===== src/rtl/ptw_pkg.sv =====
package ptw_pkg;
    typedef enum logic [1:0] {
        ST_IDLE  = 2'd0,
        ST_FETCH = 2'd1,
        ST_WAIT  = 2'd2,
        ST_CHECK = 2'd3
    } walk_state_e;

    typedef enum logic [1:0] {
        ACC_READ  = 2'd0,
        ACC_WRITE = 2'd1,
        ACC_EXEC  = 2'd2,
        ACC_RSVD  = 2'd3
    } access_e;

    typedef enum logic [1:0] {
        FLT_NONE    = 2'd0,
        FLT_INVALID = 2'd1,
        FLT_PROTECT = 2'd2
    } fault_e;

    localparam int ENTRY_VALID_BIT = 0;
    localparam int ENTRY_PERM_LSB  = 1;
    localparam int ENTRY_PERM_W    = 3;
endpackage


===== src/rtl/ptw_addr_gen.sv =====
module ptw_addr_gen #(
    parameter int ADDR_W     = 32,
    parameter int PAGE_SHIFT = 12,
    parameter int ENTRY_SIZE = 4
) (
    input  logic [ADDR_W-1:0]            vaddr,
    input  logic [ADDR_W-1:0]            base,
    output logic [ADDR_W-1:0]            entry_addr,
    output logic [PAGE_SHIFT-1:0]        offset
);
    localparam int ENTRY_SHIFT = $clog2(ENTRY_SIZE);
    localparam int VPN_W       = ADDR_W - PAGE_SHIFT;

    logic [VPN_W-1:0]  vpn;
    logic [ADDR_W-1:0] scaled;

    always_comb begin
        vpn        = vaddr[ADDR_W-1:PAGE_SHIFT];
        offset     = vaddr[PAGE_SHIFT-1:0];
        scaled     = ADDR_W'(vpn) << ENTRY_SHIFT;
        entry_addr = base + scaled;
    end
endmodule


===== src/rtl/ptw_entry_check.sv =====
module ptw_entry_check
    import ptw_pkg::*;
#(
    parameter int ADDR_W     = 32,
    parameter int PAGE_SHIFT = 12
) (
    input  logic [ADDR_W-1:0]            entry,
    input  logic [1:0]                   access,
    input  logic [PAGE_SHIFT-1:0]        offset,
    output logic [1:0]                   fault_code,
    output logic [ADDR_W-1:0]            phys,
    output logic [ADDR_W-PAGE_SHIFT-1:0] frame,
    output logic [ENTRY_PERM_W-1:0]      perm
);
    localparam int FRAME_W = ADDR_W - PAGE_SHIFT;

    logic allowed;

    always_comb begin
        frame = entry[ADDR_W-1 -: FRAME_W];
        perm  = entry[ENTRY_PERM_LSB +: ENTRY_PERM_W];
        unique case (access)
            ACC_READ:  allowed = perm[0];
            ACC_WRITE: allowed = perm[1];
            ACC_EXEC:  allowed = perm[2];
            default:   allowed = 1'b0;
        endcase
        if (!entry[ENTRY_VALID_BIT]) begin
            fault_code = FLT_INVALID;
            phys       = '0;
        end else if (!allowed) begin
            fault_code = FLT_PROTECT;
            phys       = '0;
        end else begin
            fault_code = FLT_NONE;
            phys       = {frame, offset};
        end
    end
endmodule


===== src/rtl/ptw_fsm.sv =====
module ptw_fsm
    import ptw_pkg::*;
(
    input  logic        clk,
    input  logic        rst_n,
    input  logic        req_valid,
    input  logic        mem_req_ready,
    input  logic        mem_rsp_valid,
    output walk_state_e state,
    output logic        accept,
    output logic        capture,
    output logic        finish,
    output logic        mem_req_valid,
    output logic        busy
);
    walk_state_e next_state;

    always_ff @(posedge clk or negedge rst_n) begin
        if (!rst_n) state <= ST_IDLE;
        else        state <= next_state;
    end

    always_comb begin
        next_state = state;
        unique case (state)
            ST_IDLE:  if (req_valid)     next_state = ST_FETCH;
            ST_FETCH: if (mem_req_ready) next_state = ST_WAIT;
            ST_WAIT:  if (mem_rsp_valid) next_state = ST_CHECK;
            ST_CHECK:                    next_state = ST_IDLE;
            default:                     next_state = ST_IDLE;
        endcase
    end

    always_comb begin
        accept        = (state == ST_IDLE) && req_valid;
        capture       = (state == ST_WAIT) && mem_rsp_valid;
        finish        = (state == ST_CHECK);
        mem_req_valid = (state == ST_FETCH);
        busy          = (state != ST_IDLE);
    end

    AST_CHECK_AFTER_RSP: assert property (@(posedge clk) disable iff (!rst_n)
        (state == ST_CHECK) |-> $past(mem_rsp_valid));
    AST_FETCH_AFTER_ACCEPT: assert property (@(posedge clk) disable iff (!rst_n)
        $rose(mem_req_valid) |-> $past(req_valid));
endmodule


===== src/rtl/ptw_walker.sv =====
module ptw_walker
    import ptw_pkg::*;
#(
    parameter int ADDR_W     = 32,
    parameter int PAGE_SHIFT = 12,
    parameter int ENTRY_SIZE = 4
) (
    input  logic                         clk,
    input  logic                         rst_n,
    input  logic                         req_valid,
    input  logic [ADDR_W-1:0]            req_vaddr,
    input  logic [1:0]                   req_access,
    input  logic [ADDR_W-1:0]            req_base,
    output logic                         mem_req_valid,
    input  logic                         mem_req_ready,
    output logic [ADDR_W-1:0]            mem_req_addr,
    input  logic                         mem_rsp_valid,
    input  logic [ADDR_W-1:0]            mem_rsp_data,
    output logic                         busy,
    output logic                         done,
    output logic [1:0]                   fault,
    output logic [ADDR_W-1:0]            paddr,
    output logic [ADDR_W-PAGE_SHIFT-1:0] pte_pfn,
    output logic [ENTRY_PERM_W-1:0]      pte_perm
);
    localparam int FRAME_W = ADDR_W - PAGE_SHIFT;

    walk_state_e            state;
    logic                   accept, capture, finish;
    logic [ADDR_W-1:0]      vaddr_q, base_q, entry_q;
    logic [1:0]             access_q;
    logic [PAGE_SHIFT-1:0]  offset;
    logic [1:0]             chk_fault;
    logic [ADDR_W-1:0]      chk_phys;
    logic [FRAME_W-1:0]     chk_frame;
    logic [ENTRY_PERM_W-1:0] chk_perm;

    ptw_fsm u_fsm (
        .clk           (clk),
        .rst_n         (rst_n),
        .req_valid     (req_valid),
        .mem_req_ready (mem_req_ready),
        .mem_rsp_valid (mem_rsp_valid),
        .state         (state),
        .accept        (accept),
        .capture       (capture),
        .finish        (finish),
        .mem_req_valid (mem_req_valid),
        .busy          (busy)
    );

    ptw_addr_gen #(
        .ADDR_W     (ADDR_W),
        .PAGE_SHIFT (PAGE_SHIFT),
        .ENTRY_SIZE (ENTRY_SIZE)
    ) u_addr (
        .vaddr      (vaddr_q),
        .base       (base_q),
        .entry_addr (mem_req_addr),
        .offset     (offset)
    );

    ptw_entry_check #(
        .ADDR_W     (ADDR_W),
        .PAGE_SHIFT (PAGE_SHIFT)
    ) u_check (
        .entry      (entry_q),
        .access     (access_q),
        .offset     (offset),
        .fault_code (chk_fault),
        .phys       (chk_phys),
        .frame      (chk_frame),
        .perm       (chk_perm)
    );

    // Request capture: only when idle
    always_ff @(posedge clk or negedge rst_n) begin
        if (!rst_n) begin
            vaddr_q  <= '0;
            base_q   <= '0;
            access_q <= '0;
        end else if (accept) begin
            vaddr_q  <= req_vaddr;
            base_q   <= req_base;
            access_q <= req_access;
        end
    end

    // Entry capture on response
    always_ff @(posedge clk or negedge rst_n) begin
        if (!rst_n)       entry_q <= '0;
        else if (capture) entry_q <= mem_rsp_data;
    end

    // Result registers
    always_ff @(posedge clk or negedge rst_n) begin
        if (!rst_n) begin
            done     <= 1'b0;
            fault    <= FLT_NONE;
            paddr    <= '0;
            pte_pfn  <= '0;
            pte_perm <= '0;
        end else begin
            done <= finish;
            if (finish) begin
                fault    <= chk_fault;
                paddr    <= chk_phys;
                pte_pfn  <= chk_frame;
                pte_perm <= chk_perm;
            end
        end
    end

    AST_REQ_HELD: assert property (@(posedge clk) disable iff (!rst_n)
        (mem_req_valid && !mem_req_ready) |=> (mem_req_valid && $stable(mem_req_addr)));
    AST_REQ_DROP: assert property (@(posedge clk) disable iff (!rst_n)
        (mem_req_valid && mem_req_ready) |=> !mem_req_valid);
    AST_DONE_PULSE: assert property (@(posedge clk) disable iff (!rst_n)
        done |=> !done);
    AST_DONE_NOT_BUSY: assert property (@(posedge clk) disable iff (!rst_n)
        done |-> !busy);
    AST_FAULT_NO_ADDR: assert property (@(posedge clk) disable iff (!rst_n)
        (done && fault != FLT_NONE) |-> (paddr == '0));
    AST_OFFSET_KEPT: assert property (@(posedge clk) disable iff (!rst_n)
        (done && fault == FLT_NONE) |-> (paddr[PAGE_SHIFT-1:0] == vaddr_q[PAGE_SHIFT-1:0]));
endmodule


===== config.mk =====
export PLATFORM = sky130hd
export DESIGN_NAME = ptw_walker
export DESIGN_NICKNAME = d
export VERILOG_FILES = /design/src/rtl/ptw_pkg.sv /design/src/rtl/ptw_addr_gen.sv /design/src/rtl/ptw_entry_check.sv /design/src/rtl/ptw_fsm.sv /design/src/rtl/ptw_walker.sv
export SDC_FILE = /design/constraint.sdc
export NUM_CORES = 1
export LEC_CHECK = 0
export ABC_AREA = 1
export ABC_CLOCK_PERIOD_IN_PS = 5700
export BUFFER_PORTS_ARGS = -buffer_cell sky130_fd_sc_hd__clkbuf_2
export CORE_AREA = 8 8 170 172
export CTS_BUF_LIST = sky130_fd_sc_hd__clkbuf_16
export DETAILED_ROUTE_END_ITERATION = 6
export DIE_AREA = 0 0 178 180
export PLACE_DENSITY = 0.58
export SLEW_MARGIN = 20
export SYNTH_ARGS = -nofsm -noshare
export SYNTH_HDL_FRONTEND = slang
export SYNTH_SLANG_ARGS = --single-unit

===== constraint.sdc =====
create_clock -name clk -period 5.7 [get_ports clk]
set_clock_uncertainty 0.1 [all_clocks]
set_input_delay 1.71 -clock clk [delete_from_list [all_inputs] [get_ports clk]]
set_output_delay 1.71 -clock clk [all_outputs]
set_load 0.005 [all_outputs]

# Word-level counts from Yosys, hierarchy flattened
# Cells that the tools add are included.
# word_totals
reg_bits,158
latchBits,0
ramBits,0
romBits,0
out_inout_bits,92
n_memories,0
# op_classes
addsub,1
n_mul,0
div_mod_pow,0
n_lt_le_gt_ge,0
n_eq_ne,8
n_shift,0
muxes,9
bitwise_logic,0
n_reduce_logical,6
# op_table
op,count
32-bit two-way mux,2
32-bit by 22-bit adder with 32-bit output,1
2-bit two-way mux,5
2-bit one-hot mux with 4 select lines,1
2-bit equality test (second input constant),3
2-bit by 1-bit equality test with 1-bit output (second input constant),2
2-bit logical NOT,2
2-bit != test (second input constant),2
1-bit one-hot mux with 3 select lines,1
3-bit AND reduction,1
1-bit logical AND,2
2-bit by 1-bit != test with 1-bit output (second input constant),1
2-bit nonzero test,1

# Logic depth before layout (Yosys ltp)
# Gate-level depths: netlist of run 1.
# logic_depth
ltp_word,4
depth_mapped,12

# Modules after synthesis
# From an unflattened synthesis of run 1, not the netlist that was laid out.
# unflattened
cells_unflattened,1203
area_unflattened_um2,8675.8
# by_module_without_submodules
mod,n_inst,cells_per_inst,area_per_inst_um2,seq_area_each_um2
ptw_walker,1,657,5845.6,3903.7
ptw_addr_gen,1,408,2029.4,0.0
ptw_entry_check,1,110,604.3,0.0
ptw_fsm,1,28,196.4,50.0

# Least setup slack after synthesis of run 1
# No wires, ideal clock.
# synth_timing
path_kind,flip-flop to output port
from,register base_q[2]
to,output mem_req_addr[16]
arrival_ps,1643
t_required_ps,3890
setup_slack_ps,2247
path_stages_with_launch,12
path_cell_list,dfrtp_1 > ha_1 > inv_1 > fa_1 > inv_1 > nand3_1 > nand3_2 > nand2_1 > nand2_1 > nand3_1 > a21o_1 > nand2_1
# synth_between
elab_chain_len,1
# synth_rtl
element,line,source
from (decl),ptw_walker.sv:30,"logic [ADDR_W-1:0] vaddr_q, base_q, entry_q;"
from (signal assigned),ptw_walker.sv:84,base_q <= req_base;
32-bit by 22-bit adder with 32-bit output,ptw_addr_gen.sv:21,entry_addr = base + scaled;
to (decl),ptw_walker.sv:16,"output logic [ADDR_W-1:0] mem_req_addr,"
# Every way passes these cells.

# Final worst setup path of run 1
# Ends and elaborated chain as after synthesis.

==> flow_summary.toml, run 1 <==
[timing]
final_critical_delay_including_setup_and_external_delays_ns = 4.26
relative_slew_margins = 0.423
fin_tns_setup_ns = 0
grt_setup_unrepaired = "no"
setup_violations = 0
post-route-period-util = 0.747
final-hold-violation-count = 0
timing.final.max_slew_violations = 0
timing_worst_slew_pin_value_ns = 0.866
fmaxAchievable_ghz = 0.235

[global_routing]
maximum_number_of_pins_on_one_net_before_global_route_repair = 74
met3_usage = 0.0541
grt-ovfl-total = 0
grt_pass1_vias = 6583
global_route.usage.met1 = 0.168
initial_antenna_violation_count = 1
grt_use_met2 = 0.220
global_route.peak_usage_layer = "met2"
grt_first_pass_wirelength_mm = 34.7
grt_usage = 0.137

[die]
core_um2 = 26400
initial_core_util = 0.292
die_area_um2 = 32000
design.portCount = 195
die-height_um = 180
placement_rows = 60
fp.dieW_um = 178

[setup_path]
crit_fanout = 4
worstSetupStartpointType = "flop"
wp_data_arrival_ns = 2.45
end_kind = "output port"
setup.worst_path.class = "reg -> out"
required_ns = 3.89

[layout]
multi_input_comb_area_um2 = 3350
final.fill_count = 2676
layout_common_cells = "sky130_fd_sc_hd__clkbuf_2, sky130_fd_sc_hd__nand2_1, sky130_fd_sc_hd__dfrtp_1, sky130_fd_sc_hd__inv_1, sky130_fd_sc_hd__mux2_2"
layoutNonFillerInstCount = 1359
antenna_cells = 0
syn2layout_area_growth_pct = 24.3
area.sequential_um2 = 3750
leading_cell_type_in_the_layout_fill_and_taps_excluded = "sky130_fd_sc_hd__clkbuf_2"
fraction_of_final_layout_cells_sized_beyond_drive_strength_1 = 0.351
nNetsFinal = 1134
final_area_um2 = 9560

[drt]
drc_errors = 0
detailroute.via_count = 6164
final_antenna_net_count = 0
routed_wl_mm = 21.5
mean_number_of_vias_per_cell = 4.54
routedWlPerCell_um = 15.8
first_drt_iteration_drcs = 293
drtPass1Iterations = 5

[pwr]
power_switching_mw = 2.86
power.share.clock = 0.179
int_pwr_mw = 3.56
total_power_mw = 6.42
combinational_power_share = 0.530
pwr-share-seq = 0.291
ir_drop_mv = 0.444
power_per_cell_area_nw_per_um2 = 672
cellLeakagePower_nw = 4.93
swShare = 0.445

[yosys]
per_instance_average_area_after_synthesis_um2 = 9.37
seq_area_frac_synth = 0.488
synth_area_um2 = 7690
yosys.cell_types.count = 27
postSynthNetCount = 950
ys_ff_latch = 150
syn_inst = 821
ys.warnings.count = 0

[cts]
cts_root_buffer = "sky130_fd_sc_hd__clkbuf_16"
cts_repair_resize_count = 0
tritoncts_num_sinks = 150
cts.reportedPaths.clkPinSlew_ns = 0.07
clockBufferDepth = 2
insertion_delay_ns = 0.43
cts-hold-fix-buffers = 0
tritoncts_clock_tree = "done"
tritoncts_buffer_count = 17
htree_num_levels = 4
post_cts_setup_buffer_count = 0

[flow_run]
max-cap-violations = 0

[placed_design]
gp_congestion = 0.920
count_of_buffers_inserted_at_the_top_level_ports = 186
placed_cell_area_um2 = 8980
numPlacedInstances = 1327
post-dp-hpwl_mm = 16.3

[outcome]
run_status = "completed"

[worst_hold_path]
worstHoldPathType = "reg -> reg"
==> per-layer routing <==
metal	part of all wire	routed length [um]
met1	0.43	9190
met2	0.47	10100
met3	0.096	2070
met4	0.0091	195
met5	0.00060	13
==> registers in the layout, indices dropped and copies added (netlist names) <==
signal	flops
base_q	32
paddr	32
vaddr_q	32
entry_q	24
pte_pfn	20
pte_perm	3
access_q	2
fault	2
u_fsm.state	2
done	1
==> cell type report <==
class | instances | share of cell area
inverters | 124 | 0.0487
repair buffers | 192 | 0.103
well taps | 341 | 0.0446
clock inverters | 15 | 0.0166
flip-flops and latches | 150 | 0.393
clock buffers | 17 | 0.0445
multi-input cells | 520 | 0.350
==> Yosys cell counts <==
master / instances / area share
sky130_fd_sc_hd__o21bai_1: 2 / 0.0020
sky130_fd_sc_hd__nand3_1: 42 / 0.027
sky130_fd_sc_hd__nand3_2: 6 / 0.0078
sky130_fd_sc_hd__fa_1: 1 / 0.0026
sky130_fd_sc_hd__nor2_1: 40 / 0.020
sky130_fd_sc_hd__nor3_1: 3 / 0.0020
sky130_fd_sc_hd__nor3_2: 4 / 0.0052
sky130_fd_sc_hd__xor2_1: 12 / 0.014
sky130_fd_sc_hd__ha_1: 25 / 0.041
sky130_fd_sc_hd__buf_2: 18 / 0.012
sky130_fd_sc_hd__nor2_4: 3 / 0.0044
sky130_fd_sc_hd__buf_1: 2 / 0.00098
sky130_fd_sc_hd__o21ai_0: 38 / 0.025
sky130_fd_sc_hd__clkbuf_1: 5 / 0.0024
sky130_fd_sc_hd__nand2_1: 169 / 0.082
sky130_fd_sc_hd__buf_4: 2 / 0.0020
sky130_fd_sc_hd__xnor2_1: 1 / 0.0011
sky130_fd_sc_hd__inv_1: 122 / 0.060
sky130_fd_sc_hd__mux2_2: 98 / 0.14
sky130_fd_sc_hd__nor2_2: 7 / 0.0057
sky130_fd_sc_hd__nand2_2: 12 / 0.0098
sky130_fd_sc_hd__dfrtp_1: 150 / 0.49
sky130_fd_sc_hd__a21o_1: 1 / 0.00098
sky130_fd_sc_hd__o22ai_1: 2 / 0.0016
sky130_fd_sc_hd__a21oi_1: 28 / 0.018
sky130_fd_sc_hd__inv_2: 2 / 0.00098
sky130_fd_sc_hd__nand4_1: 26 / 0.021
==> power groups by stage <==
stage / clock (mW) / combinational (mW) / sequential (mW)
finish: 1.15 / 3.41 / 1.87
global route: 1.23 / 3.82 / 1.94
floorplan: 0 / 2.24 / 1.80
CTS: 1.19 / 3.45 / 1.88
detailed placement: 0 / 3.44 / 1.89
global placement: 0 / 3.39 / 1.88
==> kinds of logic after synthesis <==
kind of cell,after synthesis,share of synthesized area
AND/OR/NAND/NOR,312,0.185
buffers and inverters,151,0.0776
flip-flops,150,0.488
multiplexers,98,0.143
AO/OA/AOI/OAI,71,0.0475
adder cells (fa/ha/maj),26,0.0433
XOR/XNOR,13,0.0148
==> critical path, cell delays in order (launching register included) <==
cell,delay [ns]
sky130_fd_sc_hd__dfrtp_1,0.35
sky130_fd_sc_hd__ha_1,0.22
sky130_fd_sc_hd__inv_1,0.07
sky130_fd_sc_hd__fa_1,0.40
sky130_fd_sc_hd__inv_1,0.09
sky130_fd_sc_hd__nand3_1,0.08
sky130_fd_sc_hd__nand3_2,0.12
sky130_fd_sc_hd__nand2_1,0.07
sky130_fd_sc_hd__nand2_1,0.14
sky130_fd_sc_hd__nand3_1,0.12
sky130_fd_sc_hd__a21o_1,0.17
sky130_fd_sc_hd__nand2_1,0.07
sky130_fd_sc_hd__clkbuf_2,0.12
==> per-stage QoR <==
stage	setup WS (ns)	util	hold slack [ns]
after floorplan	2.25	-	0.372
after global placement	1.90	0.341	0.381
after detailed placement	1.90	0.341	0.391
after CTS	1.41	0.363	0.406
after global routing	1.18	0.363	0.414
final	1.44	0.363	0.406
==> path summary, 6_finish.rpt <==
check	slack [ns]	depth (start not counted)	startpoint	end
max in group asynchronous	3.31	2	rst_n	paddr[10]
hold reg to reg	0.41	1	pte_pfn[5]	pte_pfn[5]
setup / recovery	1.44	12	base_q[2]	mem_req_addr[16]
min in group asynchronous	1.18	1	rst_n	base_q[13]
hold / removal	0.41	1	pte_pfn[5]	pte_pfn[5]
setup reg to reg	3.35	5	u_fsm.state[0]	base_q[0]
Power figures use the tool's default switching activity.
==> inputs of run 2 (changes only) <==
ABC_CLOCK_PERIOD_IN_PS = 4200   (was 5700)
clock period = 4.2 ns   (was 5.7 ns; I/O delays follow)
==> flow_summary.toml, run 2 (synthesized netlist as in run 1, its figures left out) <==
[worst_hold_path]
min-delay-start = "vaddr_q[10]"
hold-path-endpoint = "vaddr_q[10]"
whs_path_depth = 1
worstHoldPathType = "reg -> reg"

[timing]
post-route-period-util = 0.907
final-hold-violation-count = 0
grt_setup_unrepaired = "no"
fmaxAchievable_ghz = 0.262
setup_violations = 0
timing.final.max_slew_violations = 0
final_critical_delay_including_setup_and_external_delays_ns = 3.81
timing_worst_slew_pin_value_ns = 0.971
fin_tns_setup_ns = 0
relative_slew_margins = 0.353

[setup_path]
critical_path.reg2reg.endpoint = "base_q[25]"
required_ns = 2.84
reg2reg_slack_ns = 1.97
worst_r2r_path_depth = 6
largest_stage_delay_on_the_critical_path_ns = 0.41
setup.worst_path.class = "reg -> out"
critical-path-top-cell-by-count = "sky130_fd_sc_hd__nand2_1"
worstSetupStartpointType = "flop"
wp_data_arrival_ns = 2.45
cp-startpoint = "base_q[2]"
crit_fanout = 4
crit-reg2reg-launch = "u_fsm.state[0]"
critPathSlowestCell = "sky130_fd_sc_hd__fa_1"
end_kind = "output port"
crit_chain = "ha_1, inv_1, fa_1, inv_1, nand3_1, nand3_2, nand2_1, nand2_1, nand3_1, a21o_1, nand2_1, clkbuf_2"

[drt]
dr_wl_met3_mm = 2.09
routed_wl_mm = 21.8
first_drt_iteration_drcs = 247
highest_layer = "met5"
drc_errors = 0
routedWlPerCell_um = 16.0
mean_number_of_vias_per_cell = 4.49
met2RoutedLength_mm = 10.0
detailroute.via_count = 6102
final_antenna_net_count = 0
routedLengthMet1_mm = 9.32
drtPass1Iterations = 5

[die]
fp.dieW_um = 178
core_um2 = 26400
placement_rows = 60
initial_core_util = 0.292
design.portCount = 195
die-height_um = 180
die_area_um2 = 32000

[cts]
post_cts_setup_buffer_count = 0
tritoncts_num_sinks = 150
cts-hold-fix-buffers = 0
insertion_delay_ns = 0.43
clockBufferDepth = 2
cts_repair_resize_count = 0
htree_num_levels = 4
cts_root_buffer = "sky130_fd_sc_hd__clkbuf_16"
cts.reportedPaths.clkPinSlew_ns = 0.07
tritoncts_buffer_count = 17
tritoncts_clock_tree = "done"

[pwr]
power_per_cell_area_nw_per_um2 = 910
cellLeakagePower_nw = 4.94
ir_drop_mv = 0.566

[global_routing]
grt_first_pass_wirelength_mm = 35.4
initial_antenna_violation_count = 1
grt-ovfl-total = 0
grt_pass1_vias = 6640
maximum_number_of_pins_on_one_net_before_global_route_repair = 71
grt_usage = 0.140

[layout]
nNetsFinal = 1135
antenna_cells = 0
leading_cell_type_in_the_layout_fill_and_taps_excluded = "sky130_fd_sc_hd__clkbuf_2"
fraction_of_final_layout_cells_sized_beyond_drive_strength_1 = 0.352
syn2layout_area_growth_pct = 24.9
reg_top3 = "base_q: 32 flops, paddr: 32 flops, vaddr_q: 32 flops"
final_core_util = 0.365
layout_common_cells = "sky130_fd_sc_hd__clkbuf_2, sky130_fd_sc_hd__nand2_1, sky130_fd_sc_hd__dfrtp_1, sky130_fd_sc_hd__inv_1, sky130_fd_sc_hd__mux2_2"

[outcome]
run_status = "completed"

[placed_design]
count_of_buffers_inserted_at_the_top_level_ports = 186
gp_congestion = 0.912
post-dp-hpwl_mm = 16.4

[flow_run]
max-cap-violations = 0
-- run 2: cell count changes in the layout (fill, tap and decap cells not counted), sizes merged --
cell    delta
clkinv     +4
buf        +1
bufinv     -1
inv        -3
-- run 2: metrics by stage --
step / setup slack (ns) / instances / hold slack, ns / instance area (um2) / power (mW)
2_1_floorplan: 1.20 / 821 / 0.372 / 7690 / 5.47
3_3_place_gp: 0.862 / 1328 / 0.380 / 9000 / 7.15
3_5_place_dp: 0.852 / 1328 / 0.391 / 9000 / 7.23
4_1_cts: 0.365 / 1360 / 0.410 / 9610 / 8.86
5_1_grt: 0.144 / 1360 / 0.416 / 9610 / 9.53
6_report: 0.390 / 1360 / 0.409 / 9610 / 8.74
-- run 2: layer usage --
layer | up-vias | track usage
met5 | - | 0
met3 | 25 | 0.0553
met1 | 2876 | 0.169
met2 | 180 | 0.225
met4 | 2 | 0.0400
li1 | 3019 | -
-- run 2: area by class of cell --
class	count	area, um2
clock buffers	17	425
clock inverters	15	183
fillers	2732	16700
inverters	124	465
multi-input cells	520	3350
flip-flops and latches	150	3750
well taps	341	427
repair buffers	193	1000
-- run 2: critical path, delay by kind of cell, from the launching register on --
family,cells,cell delay (ns)
AOI/OAI and AO/OA,1,0.17
adders and majority gates,2,0.62
and+or+nand+nor,6,0.59
buffers and inverters,3,0.28
DFF,1,0.35
-- run 2: how the worst max path moves through the flow --
stage          cells after the start  slack, ns               end
2_1_floorplan                     11       1.20  mem_req_addr[16]
3_3_place_gp                      12       0.86  mem_req_addr[16]
3_5_place_dp                      12       0.85  mem_req_addr[16]
4_1_cts                           12       0.36  mem_req_addr[16]
5_1_grt                           12       0.14  mem_req_addr[16]
6_report                          12       0.39  mem_req_addr[16]
-- run 2: where the power goes --
group / internal [mW] / total (mW) / switching (mW)
clock: 0.808 / 1.59 / 0.778
sequential: 2.10 / 2.54 / 0.435
combinational: 1.89 / 4.62 / 2.72
